===== src/rtl/sertx_pkg.sv =====
package sertx_pkg;

    typedef enum logic [2:0] {
        S_OFF   = 3'd0,
        S_MARK  = 3'd1,
        S_IDLE  = 3'd2,
        S_START = 3'd3,
        S_DATA  = 3'd4,
        S_STOP  = 3'd5
    } tx_state_t;

    localparam int unsigned FRAME_OVERHEAD = 2;

endpackage


===== src/rtl/sertx_bit_timer.sv =====
module sertx_bit_timer #(
    parameter int unsigned BIT_TICKS = 16
) (
    input  logic clk,
    input  logic rst_n,
    input  logic hold,
    input  logic baud_tick,
    output logic bit_end
);
    localparam int unsigned CW = (BIT_TICKS > 1) ? $clog2(BIT_TICKS) : 1;
    localparam logic [CW-1:0] LAST = CW'(BIT_TICKS - 1);

    logic [CW-1:0] tick_cnt;

    // A bit ends on the baud tick that completes its tick count
    assign bit_end = !hold && baud_tick && (tick_cnt == LAST);

    always_ff @(posedge clk or negedge rst_n) begin
        if (!rst_n) begin
            tick_cnt <= '0;
        end else if (hold) begin
            tick_cnt <= '0;
        end else if (baud_tick) begin
            tick_cnt <= (tick_cnt == LAST) ? '0 : tick_cnt + 1'b1;
        end
    end

endmodule


===== src/rtl/sertx_ctrl.sv =====
module sertx_ctrl
    import sertx_pkg::*;
#(
    parameter int unsigned DATA_BITS = 8,
    parameter int unsigned MARK_BITS = 10
) (
    input  logic      clk,
    input  logic      rst_n,
    input  logic      tx_en,
    input  logic      bit_end,
    input  logic      pending,
    output tx_state_t state,
    output logic      load,
    output logic      end_set,
    output logic      shift_step,
    output logic      timer_hold
);
    localparam int unsigned MAXB = (MARK_BITS > DATA_BITS) ? MARK_BITS : DATA_BITS;
    localparam int unsigned CNTW = $clog2(MAXB + 1);
    localparam logic [CNTW-1:0] MARK_LAST = CNTW'(MARK_BITS - 1);
    localparam logic [CNTW-1:0] DATA_LAST = CNTW'(DATA_BITS - 1);

    tx_state_t     state_q, state_d;
    logic [CNTW-1:0] bit_cnt;
    logic          frame_edge;

    // Bit boundary at which a new frame may begin
    always_comb begin
        frame_edge = 1'b0;
        unique case (state_q)
            S_MARK:  frame_edge = bit_end && (bit_cnt == MARK_LAST);
            S_IDLE:  frame_edge = bit_end;
            S_STOP:  frame_edge = bit_end;
            default: frame_edge = 1'b0;
        endcase
    end

    // Next-state logic
    always_comb begin
        state_d = state_q;
        if (!tx_en) begin
            state_d = S_OFF;
        end else begin
            unique case (state_q)
                S_OFF:   state_d = S_MARK;
                S_MARK:  if (frame_edge) state_d = pending ? S_START : S_IDLE;
                S_IDLE:  if (frame_edge && pending) state_d = S_START;
                S_START: if (bit_end) state_d = S_DATA;
                S_DATA:  if (bit_end && (bit_cnt == DATA_LAST)) state_d = S_STOP;
                S_STOP:  if (frame_edge) state_d = pending ? S_START : S_IDLE;
                default: state_d = S_OFF;
            endcase
        end
    end

    // State register and bit counter
    always_ff @(posedge clk or negedge rst_n) begin
        if (!rst_n) begin
            state_q <= S_OFF;
            bit_cnt <= '0;
        end else begin
            state_q <= state_d;
            if (state_d != state_q) begin
                bit_cnt <= '0;
            end else if (bit_end) begin
                bit_cnt <= bit_cnt + 1'b1;
            end
        end
    end

    // Output decode
    always_comb begin
        load       = 1'b0;
        end_set    = 1'b0;
        shift_step = 1'b0;
        timer_hold = 1'b0;
        unique case (state_q)
            S_OFF:   timer_hold = 1'b1;
            S_MARK,
            S_IDLE:  load = tx_en && frame_edge && pending;
            S_START: ;
            S_DATA:  shift_step = tx_en && bit_end;
            S_STOP: begin
                load    = tx_en && frame_edge && pending;
                end_set = tx_en && frame_edge && !pending;
            end
            default: timer_hold = 1'b1;
        endcase
    end

    assign state = state_q;

endmodule


===== src/rtl/sertx_shifter.sv =====
module sertx_shifter #(
    parameter int unsigned DATA_BITS = 8
) (
    input  logic                 clk,
    input  logic                 rst_n,
    input  logic                 load,
    input  logic                 step,
    input  logic [DATA_BITS-1:0] par_in,
    output logic                 ser_bit
);
    logic [DATA_BITS-1:0] sreg;

    always_ff @(posedge clk or negedge rst_n) begin
        if (!rst_n) begin
            sreg <= '0;
        end else if (load) begin
            sreg <= par_in;
        end else if (step) begin
            sreg <= {1'b0, sreg[DATA_BITS-1:1]};
        end
    end

    assign ser_bit = sreg[0];

endmodule


===== src/rtl/sertx_flags.sv =====
module sertx_flags #(
    parameter int unsigned DATA_BITS = 8
) (
    input  logic                 clk,
    input  logic                 rst_n,
    input  logic                 tx_en,
    input  logic                 wr_data_en,
    input  logic                 dma_wr,
    input  logic                 clr_empty,
    input  logic [DATA_BITS-1:0] wr_data,
    input  logic                 load,
    input  logic                 end_set,
    output logic [DATA_BITS-1:0] hold_reg,
    output logic                 empty_q,
    output logic                 end_q
);
    logic clear_req;

    assign clear_req = clr_empty || dma_wr;

    always_ff @(posedge clk or negedge rst_n) begin
        if (!rst_n) begin
            hold_reg <= '0;
        end else if (wr_data_en || dma_wr) begin
            hold_reg <= wr_data;
        end
    end

    // A copy into the shift register only happens while empty_q is 0,
    // so it never competes with a legitimate clear
    always_ff @(posedge clk or negedge rst_n) begin
        if (!rst_n) begin
            empty_q <= 1'b1;
        end else if (load) begin
            empty_q <= 1'b1;
        end else if (clear_req) begin
            empty_q <= 1'b0;
        end
    end

    always_ff @(posedge clk or negedge rst_n) begin
        if (!rst_n) begin
            end_q <= 1'b1;
        end else if (!tx_en || end_set) begin
            end_q <= 1'b1;
        end else if (clear_req) begin
            end_q <= 1'b0;
        end
    end

endmodule


===== src/rtl/sertx_chan.sv =====
module sertx_chan
    import sertx_pkg::*;
#(
    parameter int unsigned BIT_TICKS = 16,
    parameter int unsigned DATA_BITS = 8
) (
    input  logic                 clk,
    input  logic                 rst_n,
    input  logic                 baud_tick,
    input  logic                 tx_en,
    input  logic                 wr_data_en,
    input  logic                 dma_wr,
    input  logic                 clr_empty,
    input  logic [DATA_BITS-1:0] wr_data,
    input  logic                 port_dir,
    input  logic                 port_val,
    output logic                 txd,
    output logic                 empty_flag,
    output logic                 end_flag,
    output logic                 txi_req
);
    localparam int unsigned MARK_BITS = DATA_BITS + FRAME_OVERHEAD;

    tx_state_t            state;
    logic                 bit_end, load, end_set, shift_step, timer_hold;
    logic                 ser_bit, line_bit, empty_q, end_q;
    logic [DATA_BITS-1:0] hold_reg;

    sertx_bit_timer #(.BIT_TICKS(BIT_TICKS)) timer_i (
        .clk       (clk),
        .rst_n     (rst_n),
        .hold      (timer_hold),
        .baud_tick (baud_tick),
        .bit_end   (bit_end)
    );

    sertx_ctrl #(.DATA_BITS(DATA_BITS), .MARK_BITS(MARK_BITS)) ctrl_i (
        .clk        (clk),
        .rst_n      (rst_n),
        .tx_en      (tx_en),
        .bit_end    (bit_end),
        .pending    (!empty_q),
        .state      (state),
        .load       (load),
        .end_set    (end_set),
        .shift_step (shift_step),
        .timer_hold (timer_hold)
    );

    sertx_shifter #(.DATA_BITS(DATA_BITS)) shift_i (
        .clk     (clk),
        .rst_n   (rst_n),
        .load    (load),
        .step    (shift_step),
        .par_in  (hold_reg),
        .ser_bit (ser_bit)
    );

    sertx_flags #(.DATA_BITS(DATA_BITS)) flags_i (
        .clk        (clk),
        .rst_n      (rst_n),
        .tx_en      (tx_en),
        .wr_data_en (wr_data_en),
        .dma_wr     (dma_wr),
        .clr_empty  (clr_empty),
        .wr_data    (wr_data),
        .load       (load),
        .end_set    (end_set),
        .hold_reg   (hold_reg),
        .empty_q    (empty_q),
        .end_q      (end_q)
    );

    // Transmitter line level per state
    always_comb begin
        unique case (state)
            S_START: line_bit = 1'b0;
            S_DATA:  line_bit = ser_bit;
            default: line_bit = 1'b1;
        endcase
    end

    // Pin ownership: transmitter when enabled, otherwise the port bit
    always_comb begin
        if (tx_en) begin
            txd = line_bit;
        end else if (port_dir) begin
            txd = port_val;
        end else begin
            txd = 1'b1;
        end
    end

    assign empty_flag = empty_q;
    assign end_flag   = end_q;
    assign txi_req    = empty_q && tx_en;

endmodule


===== config.mk =====
export PLATFORM = sky130hd
export DESIGN_NAME = sertx_chan
export DESIGN_NICKNAME = d
export VERILOG_FILES = /design/src/rtl/sertx_pkg.sv /design/src/rtl/sertx_bit_timer.sv /design/src/rtl/sertx_ctrl.sv /design/src/rtl/sertx_shifter.sv /design/src/rtl/sertx_flags.sv /design/src/rtl/sertx_chan.sv
export SDC_FILE = /design/constraint.sdc
export NUM_CORES = 1
export LEC_CHECK = 0
export BUFFER_PORTS_ARGS = -buffer_cell sky130_fd_sc_hd__buf_2
export CELL_PAD_IN_SITES_DETAIL_PLACEMENT = 1
export CELL_PAD_IN_SITES_GLOBAL_PLACEMENT = 2
export CORE_AREA = 2 2 102 55
export CTS_CLUSTER_DIAMETER = 200
export DETAILED_ROUTE_END_ITERATION = 10
export DIE_AREA = 0 0 104 57
export GPL_ROUTABILITY_DRIVEN = 0
export GPL_TIMING_DRIVEN = 0
export PLACE_DENSITY_LB_ADDON = 0.1
export SYNTH_ARGS = -nofsm -noshare
export SYNTH_HDL_FRONTEND = slang
export SYNTH_SLANG_ARGS = --single-unit

===== constraint.sdc =====
create_clock -name clk -period 1.8 [get_ports clk]
set_clock_uncertainty 0.15 [all_clocks]
set_input_delay 0.36 -clock clk [delete_from_list [all_inputs] [get_ports clk]]
set_output_delay 0.36 -clock clk [all_outputs]
set_load 0.005 [all_outputs]

==> results.py, run 1 <==
metrics = {
    "global_route": {
        "global_route.peak_usage_layer": "met2",
        "grt_overflow_total": 0,
        "grtUsageMet2_pct": 24.7,
        "first_pass_grt_wire_length_mm": 7.43,
        "grt_antenna_before_repair": 0,
        "grt_util_all_layers_pct": 16.4,
        "use_met1_pct": 23.3,
        "via_count_of_the_first_global_routing_pass": 1452,
        "maximum_number_of_pins_on_one_net_before_global_route_repair": 30,
        "grtUsageMet3_pct": 5.26,
    },
    "synth": {
        "synth_nets": 173,
        "post-synth-top-area-cell": "sky130_fd_sc_hd__dfrtp_1",
        "syn_area_per_cell_sq_um": 10.2,
        "yosysTopAreaCellShare_pct": 43.1,
        "yosys.area_share.adder_pct": 2.40,
        "synth_top_family_by_area": "simple AND/OR/NAND/NOR gates",
        "synth_enable_flop_cells": 0,
        "synth.cell_area_sq_mm": 0.00157,
        "compound_gate_portion_of_the_synthesized_area_pct": 12.9,
        "yosys_most_used_dff": "sky130_fd_sc_hd__dfrtp_1",
        "synthMuxAreaShare_pct": 12.2,
        "ys_types": 41,
        "postSynthRegisterBits": 29,
        "post_synth_and_or_nand_nor_area_fraction_pct": 19.5,
        "synth_warnings": 0,
        "synth_top_cells_by_count": "sky130_fd_sc_hd__dfrtp_1 (27), sky130_fd_sc_hd__nand2_1 (18), sky130_fd_sc_hd__o21ai_0 (12)",
        "synth-seq-area-share_pct": 46.5,
        "ys_async_rst_share_pct": 100,
        "number_of_cells_produced_by_synthesis": 153,
        "synthMostInstantiatedCell": "sky130_fd_sc_hd__dfrtp_1",
        "post_synth_xor_area_fraction_pct": 2.24,
        "synth.area.top_cells": "sky130_fd_sc_hd__dfrtp_1 (43%), sky130_fd_sc_hd__mux2_2 (6.5%), sky130_fd_sc_hd__mux2i_1 (5.8%), sky130_fd_sc_hd__nand2_1 (4.3%), sky130_fd_sc_hd__o21ai_0 (3.8%)",
    },
    "pwr": {
        "max-vdd-ir-drop_mv": 0.245,
        "power.density_cell_area_mw_per_mm2": 640,
        "p_leak_uw": 0.000960,
        "power.total_uw": 1390,
    },
    "status": {
        "failed_checks": "setup timing",
        "status": "finished with violations",
    },
    "critical_path": {
        "timing.critical_path.from": "ctrl_i.state[1]",
        "critical_path_peak_fanout": 4,
        "timing.critical_path.from_type": "flop",
        "worstReg2RegStart": "ctrl_i.state[1]",
        "setup.worst_path.end_class": "output pin",
        "crit_required_ns": 1.29,
        "critPathKind": "flop to output pin",
        "cp.arrival_ns": 1.52,
    },
    "timing": {
        "relSlewSlack_pct": 48.4,
        "hold_ws_ns": 0.158,
        "finalSetupViolCount": 14,
        "fin_crit_ns": 2.03,
        "final_max_slew_viol_count": 0,
        "rsz0062_at_grt": "true",
        "worst-slew-pin-transition_ns": 0.771,
        "setup_ws_ns": -0.227,
        "hold_viol": 0,
        "maxClockFrequency_ghz": 0.493,
        "min_period_over_period_pct": 113,
    },
    "detailed_routing": {
        "drt-wirelength-per-cell_um": 16.1,
        "route.vias.total": 1348,
        "postRouteWirelength_mm": 4.38,
        "post-route-drc-count": 0,
        "post_drt_via_cell_ratio": 4.96,
        "antenna_violating_nets_post_route": 0,
        "detailedRoute.firstIterationViolations": 69,
        "firstDrtPassIters": 4,
    },
    "clock_network": {
        "clock_buffer_count_from_cts": 5,
        "cts-htree-levels": 2,
        "clock-root-buffer": "sky130_fd_sc_hd__clkbuf_8",
        "clockBufferDepth": 2,
        "clock_insertion_delay_at_the_later_pin_of_the_skew_report_ns": 0.28,
        "cts_tree": "built",
        "clock_transition_at_the_registers_of_the_reported_paths_ns": 0.07,
        "clock_sink_count": 29,
    },
    "finish": {
        "insertedDiodeCount": 0,
        "multi_input_area_sq_um": 926,
        "final_core_util_pct": 42.3,
        "area_grow_syn2layout_pct": 38.8,
        "drive_above_1_share_pct": 46.2,
        "final_nets": 218,
        "layout.area.seq_sq_um": 731,
        "n_fill_cell": 598,
    },
    "place": {
        "hpwl_mm": 2.98,
        "total_of_buffers_placed_on_input_and_output_ports": 18,
    },
    "die": {
        "core_region_area_sq_mm": 0.00513,
        "floorplan.rows": 19,
        "die_y_um": 57,
        "initial_core_utilization_pct": 30.5,
        "die-area_sq_mm": 0.00593,
        "boundaryPins": 21,
        "die_x_um": 104,
    },
    "job": {
        "max_cap_violations": 0,
    },
    "hold_path": {
        "hold_path.startpoint": "wr_data[1]",
        "worstHoldPathType": "primary input to flop",
    },
}
-- routing by layer --
layer / share of wire, % / up-vias
met3: 3.6 / 2
li1: - / 642
met2: 43 / 28
met1: 53 / 676
met5: 0 / -
met4: 0.43 / 0
-- power by group --
| part | leakage, uW | internal, uW | switching [uW] |
|---|---|---|---|
| clock | 0.0000439 | 266 | 264 |
| combinational | 0.000542 | 79.7 | 88.4 |
| sequential | 0.000374 | 675 | 16.9 |
| total | 0.000960 | 1020 | 370 |
-- critical path, cell delays in order, from the launching register on --
cell	delay (ns)
sky130_fd_sc_hd__dfrtp_1	0.39
sky130_fd_sc_hd__buf_6	0.13
sky130_fd_sc_hd__or2_4	0.25
sky130_fd_sc_hd__o32ai_4	0.22
sky130_fd_sc_hd__a22oi_1	0.11
sky130_fd_sc_hd__buf_2	0.14
-- kinds of logic (layout without fill, tap and decap cells) --
kind of cell / after synthesis / in the layout
and+or+nand+nor: 59 / 59
AOI/OAI and AO/OA: 29 / 29
DFF: 29 / 29
muxes: 18 / 18
buffers and inverters: 11 / 57
xor gates and xnor gates: 4 / 4
adders and majority gates: 3 / 3
-- path summary, 6_finish.rpt --
path                                            end  slack, ns  depth (start not counted)
min in group asynchronous       flags_i.hold_reg[7]       0.51                          2
worst max-delay path                            txd      -0.23                          5
worst min-delay path            flags_i.hold_reg[1]       0.16                          2
worst min register to register      shift_i.sreg[6]       0.34                          2
worst max register to register      shift_i.sreg[7]      -0.11                          8
max in group asynchronous           ctrl_i.state[2]       0.51                          2
-- stage by stage --
step	setup WS, ns	cells	instance area [sq um]	TNS (ns)
finish	-0.227	272	2170	-0.950
global route	-0.286	272	2170	-2.02
CTS	-0.238	265	2080	-0.903
detailed placement	-0.361	244	1750	-4.30
global placement	-0.336	244	1750	-3.73
floorplan	-0.0134	153	1570	-0.0151
-- cells in the final DEF, fill, tap and decap left out, types with 2 or more instances in the layout --
cell                       Yosys  layout
sky130_fd_sc_hd__dfrtp_1      27      25
sky130_fd_sc_hd__buf_2         2      19
sky130_fd_sc_hd__buf_4         0      17
sky130_fd_sc_hd__nand2_1      18      13
sky130_fd_sc_hd__nor2_1       11       9
sky130_fd_sc_hd__mux2_2        9       8
sky130_fd_sc_hd__nand3_1       7       7
sky130_fd_sc_hd__mux2i_1       9       7
sky130_fd_sc_hd__buf_6         3       5
sky130_fd_sc_hd__o21ai_0      12       5
sky130_fd_sc_hd__o21ai_1       0       5
sky130_fd_sc_hd__clkbuf_8      0       5
sky130_fd_sc_hd__nand4_1       4       4
sky130_fd_sc_hd__nor3_1        6       4
sky130_fd_sc_hd__nand2_2       0       3
sky130_fd_sc_hd__a22oi_1       3       3
sky130_fd_sc_hd__xor2_1        3       3
sky130_fd_sc_hd__clkbuf_2      1       2
sky130_fd_sc_hd__inv_1         3       2
sky130_fd_sc_hd__nor2_2        0       2
sky130_fd_sc_hd__buf_8         0       2
sky130_fd_sc_hd__and2_1        2       2
sky130_fd_sc_hd__o21ai_2       0       2
sky130_fd_sc_hd__nor2b_1       2       2
sky130_fd_sc_hd__a21oi_1       2       2
sky130_fd_sc_hd__nand2_4       0       2
sky130_fd_sc_hd__nand4_4       0       2
sky130_fd_sc_hd__nor3_2        0       2
sky130_fd_sc_hd__ha_1          3       2
sky130_fd_sc_hd__clkinv_2      0       2
sky130_fd_sc_hd__dfrtp_2       0       2
sky130_fd_sc_hd__dfstp_2       2       2
-- cell type report --
cell class | instances | area share, %
repair buffers | 39 | 12.0
clock inverters | 3 | 0.806
flip-flops and latches | 29 | 33.6
plain buffers | 7 | 3.11
well taps | 73 | 4.20
multi-input cells | 113 | 42.6
clock buffers | 5 | 3.16
inverters | 3 | 0.518
-- repair_timing --
item | in CTS | in global routing
buffers inserted | 12 | 7
gates cloned | 1 | 0
hold buffers | 1 | 0
hold endpoints to repair | 8 | 0
pin swaps | 10 | 3
resized for setup | 39 | 12
setup endpoints to repair | 18 | 16
(Power assumes the default switching activity.)
==> run 2: changes to the inputs <==
CORE_AREA = 2 2 101 54   (was 2 2 102 55)
CTS_BUF_LIST = sky130_fd_sc_hd__clkbuf_8   (was default)
DIE_AREA = 0 0 103 56   (was 0 0 104 57)
==> run 2 against run 1 <==
The run still ends with setup timing left. Count of clock-buffer cells in the layout did not move. Via count up 0.22%. Die area is 2.7% lower. Cell count unchanged.
==> results.py, run 2 (synthesized netlist as in run 1, its figures left out) <==
metrics = {
    "detailed_routing": {
        "firstDrtPassIters": 4,
        "post_drt_via_cell_ratio": 4.97,
        "antenna_violating_nets_post_route": 0,
        "drt-wirelength-per-cell_um": 15.1,
        "post-route-drc-count": 0,
        "route.vias.total": 1351,
        "postRouteWirelength_mm": 4.11,
        "detailedRoute.firstIterationViolations": 29,
    },
    "timing": {
        "worst-slew-pin-transition_ns": 0.710,
        "min_period_over_period_pct": 112,
        "setup-tns-final_ns": -1.03,
        "maxClockFrequency_ghz": 0.495,
        "fin_crit_ns": 2.02,
        "relSlewSlack_pct": 52.5,
        "setup_ws_ns": -0.219,
        "hold_viol": 0,
        "final_max_slew_viol_count": 0,
        "rsz0062_at_grt": "true",
        "finalSetupViolCount": 14,
    },
    "die": {
        "die_y_um": 56,
        "core_region_area_sq_mm": 0.00482,
        "initial_core_utilization_pct": 32.5,
        "boundaryPins": 21,
        "die_x_um": 103,
        "floorplan.rows": 18,
        "die-area_sq_mm": 0.00577,
    },
    "clock_network": {
        "clock_buffer_count_from_cts": 5,
        "cts_tree": "built",
        "clockBufferDepth": 2,
        "clock_sink_count": 29,
        "clock_insertion_delay_at_the_later_pin_of_the_skew_report_ns": 0.28,
        "clock-root-buffer": "sky130_fd_sc_hd__clkbuf_8",
        "clock_transition_at_the_registers_of_the_reported_paths_ns": 0.07,
        "cts-htree-levels": 2,
    },
    "finish": {
        "final_design_area_no_fill_sq_mm": 0.00221,
        "drive_above_1_share_pct": 46.0,
        "most-common-layout-cells": "sky130_fd_sc_hd__dfrtp_1 (26), sky130_fd_sc_hd__buf_2 (19), sky130_fd_sc_hd__buf_4 (19)",
        "final_core_util_pct": 45.8,
        "most_common_cell_after_layout_fill_and_taps_aside": "sky130_fd_sc_hd__dfrtp_1",
        "insertedDiodeCount": 0,
        "area_grow_syn2layout_pct": 40.9,
        "final_nets": 221,
        "n_fill_cell": 556,
    },
    "global_route": {
        "first_pass_grt_wire_length_mm": 6.98,
        "via_count_of_the_first_global_routing_pass": 1417,
        "maximum_number_of_pins_on_one_net_before_global_route_repair": 30,
        "grt_overflow_total": 0,
        "grt_util_all_layers_pct": 15.8,
        "grt_antenna_before_repair": 0,
    },
    "pwr": {
        "power_report.internal_total_uw": 1160,
        "sequentialPowerShare_pct": 45.2,
        "p_sw_share_pct": 23.9,
        "logic_gate_share_of_total_power_pct": 11.0,
        "max-vdd-ir-drop_mv": 0.310,
        "p_leak_uw": 0.000990,
        "power.share.clock_pct": 43.8,
        "power.density_cell_area_mw_per_mm2": 692,
        "total_switching_power_uw": 366,
    },
    "critical_path": {
        "crit_required_ns": 1.29,
        "reg2reg_to": "ctrl_i.bit_cnt[3]",
        "critical_path_peak_fanout": 5,
        "cp.arrival_ns": 1.51,
        "worst_r2r_path_depth": 7,
        "setup.worst_path.end_class": "output pin",
        "critPathKind": "flop to output pin",
        "timing.critical_path.from_type": "flop",
        "worstReg2RegStart": "ctrl_i.state[1]",
        "worst-r2r-setup-slack_ns": -0.15,
    },
    "job": {
        "max_cap_violations": 0,
    },
    "status": {
        "status": "finished with violations",
        "failed_checks": "setup timing",
    },
    "hold_path": {
        "worstHoldPathType": "primary input to flop",
        "hold_path.startpoint": "wr_data[5]",
        "hold-path-cell-count": 2,
        "whs_endpoint": "flags_i.hold_reg[5]",
    },
    "place": {
        "placed_area_sq_mm": 0.00175,
        "hpwl_mm": 2.51,
        "total_of_buffers_placed_on_input_and_output_ports": 18,
    },
}
run 2: worst max path at each step:
stage | start | to
2_1_floorplan | timer_i.tick_cnt[0] | ctrl_i.bit_cnt[1]
6_report | ctrl_i.state[1] | txd
4_1_cts | ctrl_i.state[1] | txd
3_5_place_dp | timer_i.tick_cnt[0] | ctrl_i.bit_cnt[3]
5_1_grt | ctrl_i.state[1] | txd
3_3_place_gp | timer_i.tick_cnt[0] | ctrl_i.bit_cnt[1]
run 2: final cells by class:
cell class	instances	area [sq um]	share of cell area, %
plain buffers	6	45.0	2.04
clock inverters	3	38.8	1.76
inverters	3	11.3	0.510
flip-flops and latches	29	729	33.0
repair buffers	43	303	13.7
multi-input cells	113	923	41.8
well taps	70	87.6	3.97
clock buffers	5	68.8	3.12
run 2: per-layer routing:
metal | up-vias | global-route usage (%) | routed length [um]
met1 | 677 | 20.8 | 1960
met3 | 6 | 4.90 | 117
li1 | 655 | - | -
met2 | 13 | 24.9 | 1980
met4 | 0 | 4.51 | 48
met5 | - | 0 | 0
run 2: repair_timing:
item	4_1_cts	5_1_grt
setup buffers	15	8
gates cloned	1	0
gates resized for setup	27	26
hold buffers	1	0
hold endpoints to repair	27	0
setup endpoints to repair	17	17
pin swaps	11	5
run 2: power by group through the flow:
stage / combinational [uW] / clock (uW) / sequential [uW]
4_1_cts: 162 / 688 / 691
2_1_floorplan: 74.3 / 0 / 697
5_1_grt: 186 / 726 / 694
3_3_place_gp: 121 / 0 / 700
6_report: 168 / 669 / 691
3_5_place_dp: 124 / 0 / 701
run 2: critical path: stages, from the launching register on:
cell,delay (ns)
sky130_fd_sc_hd__dfrtp_1,0.41
sky130_fd_sc_hd__buf_6,0.14
sky130_fd_sc_hd__or2_4,0.24
sky130_fd_sc_hd__o32ai_2,0.19
sky130_fd_sc_hd__a22oi_1,0.11
sky130_fd_sc_hd__buf_2,0.14
run 2: metrics by stage:
stage / total power [uW] / hold WS [ns] / cells / setup WS, ns
floorplan: 772 / -0.0856 / 153 / -0.0134
global placement: 820 / 0.292 / 241 / -0.324
detailed placement: 825 / 0.296 / 241 / -0.357
CTS: 1540 / 0.144 / 265 / -0.237
global route: 1610 / 0.143 / 272 / -0.269
finish: 1530 / 0.151 / 272 / -0.219
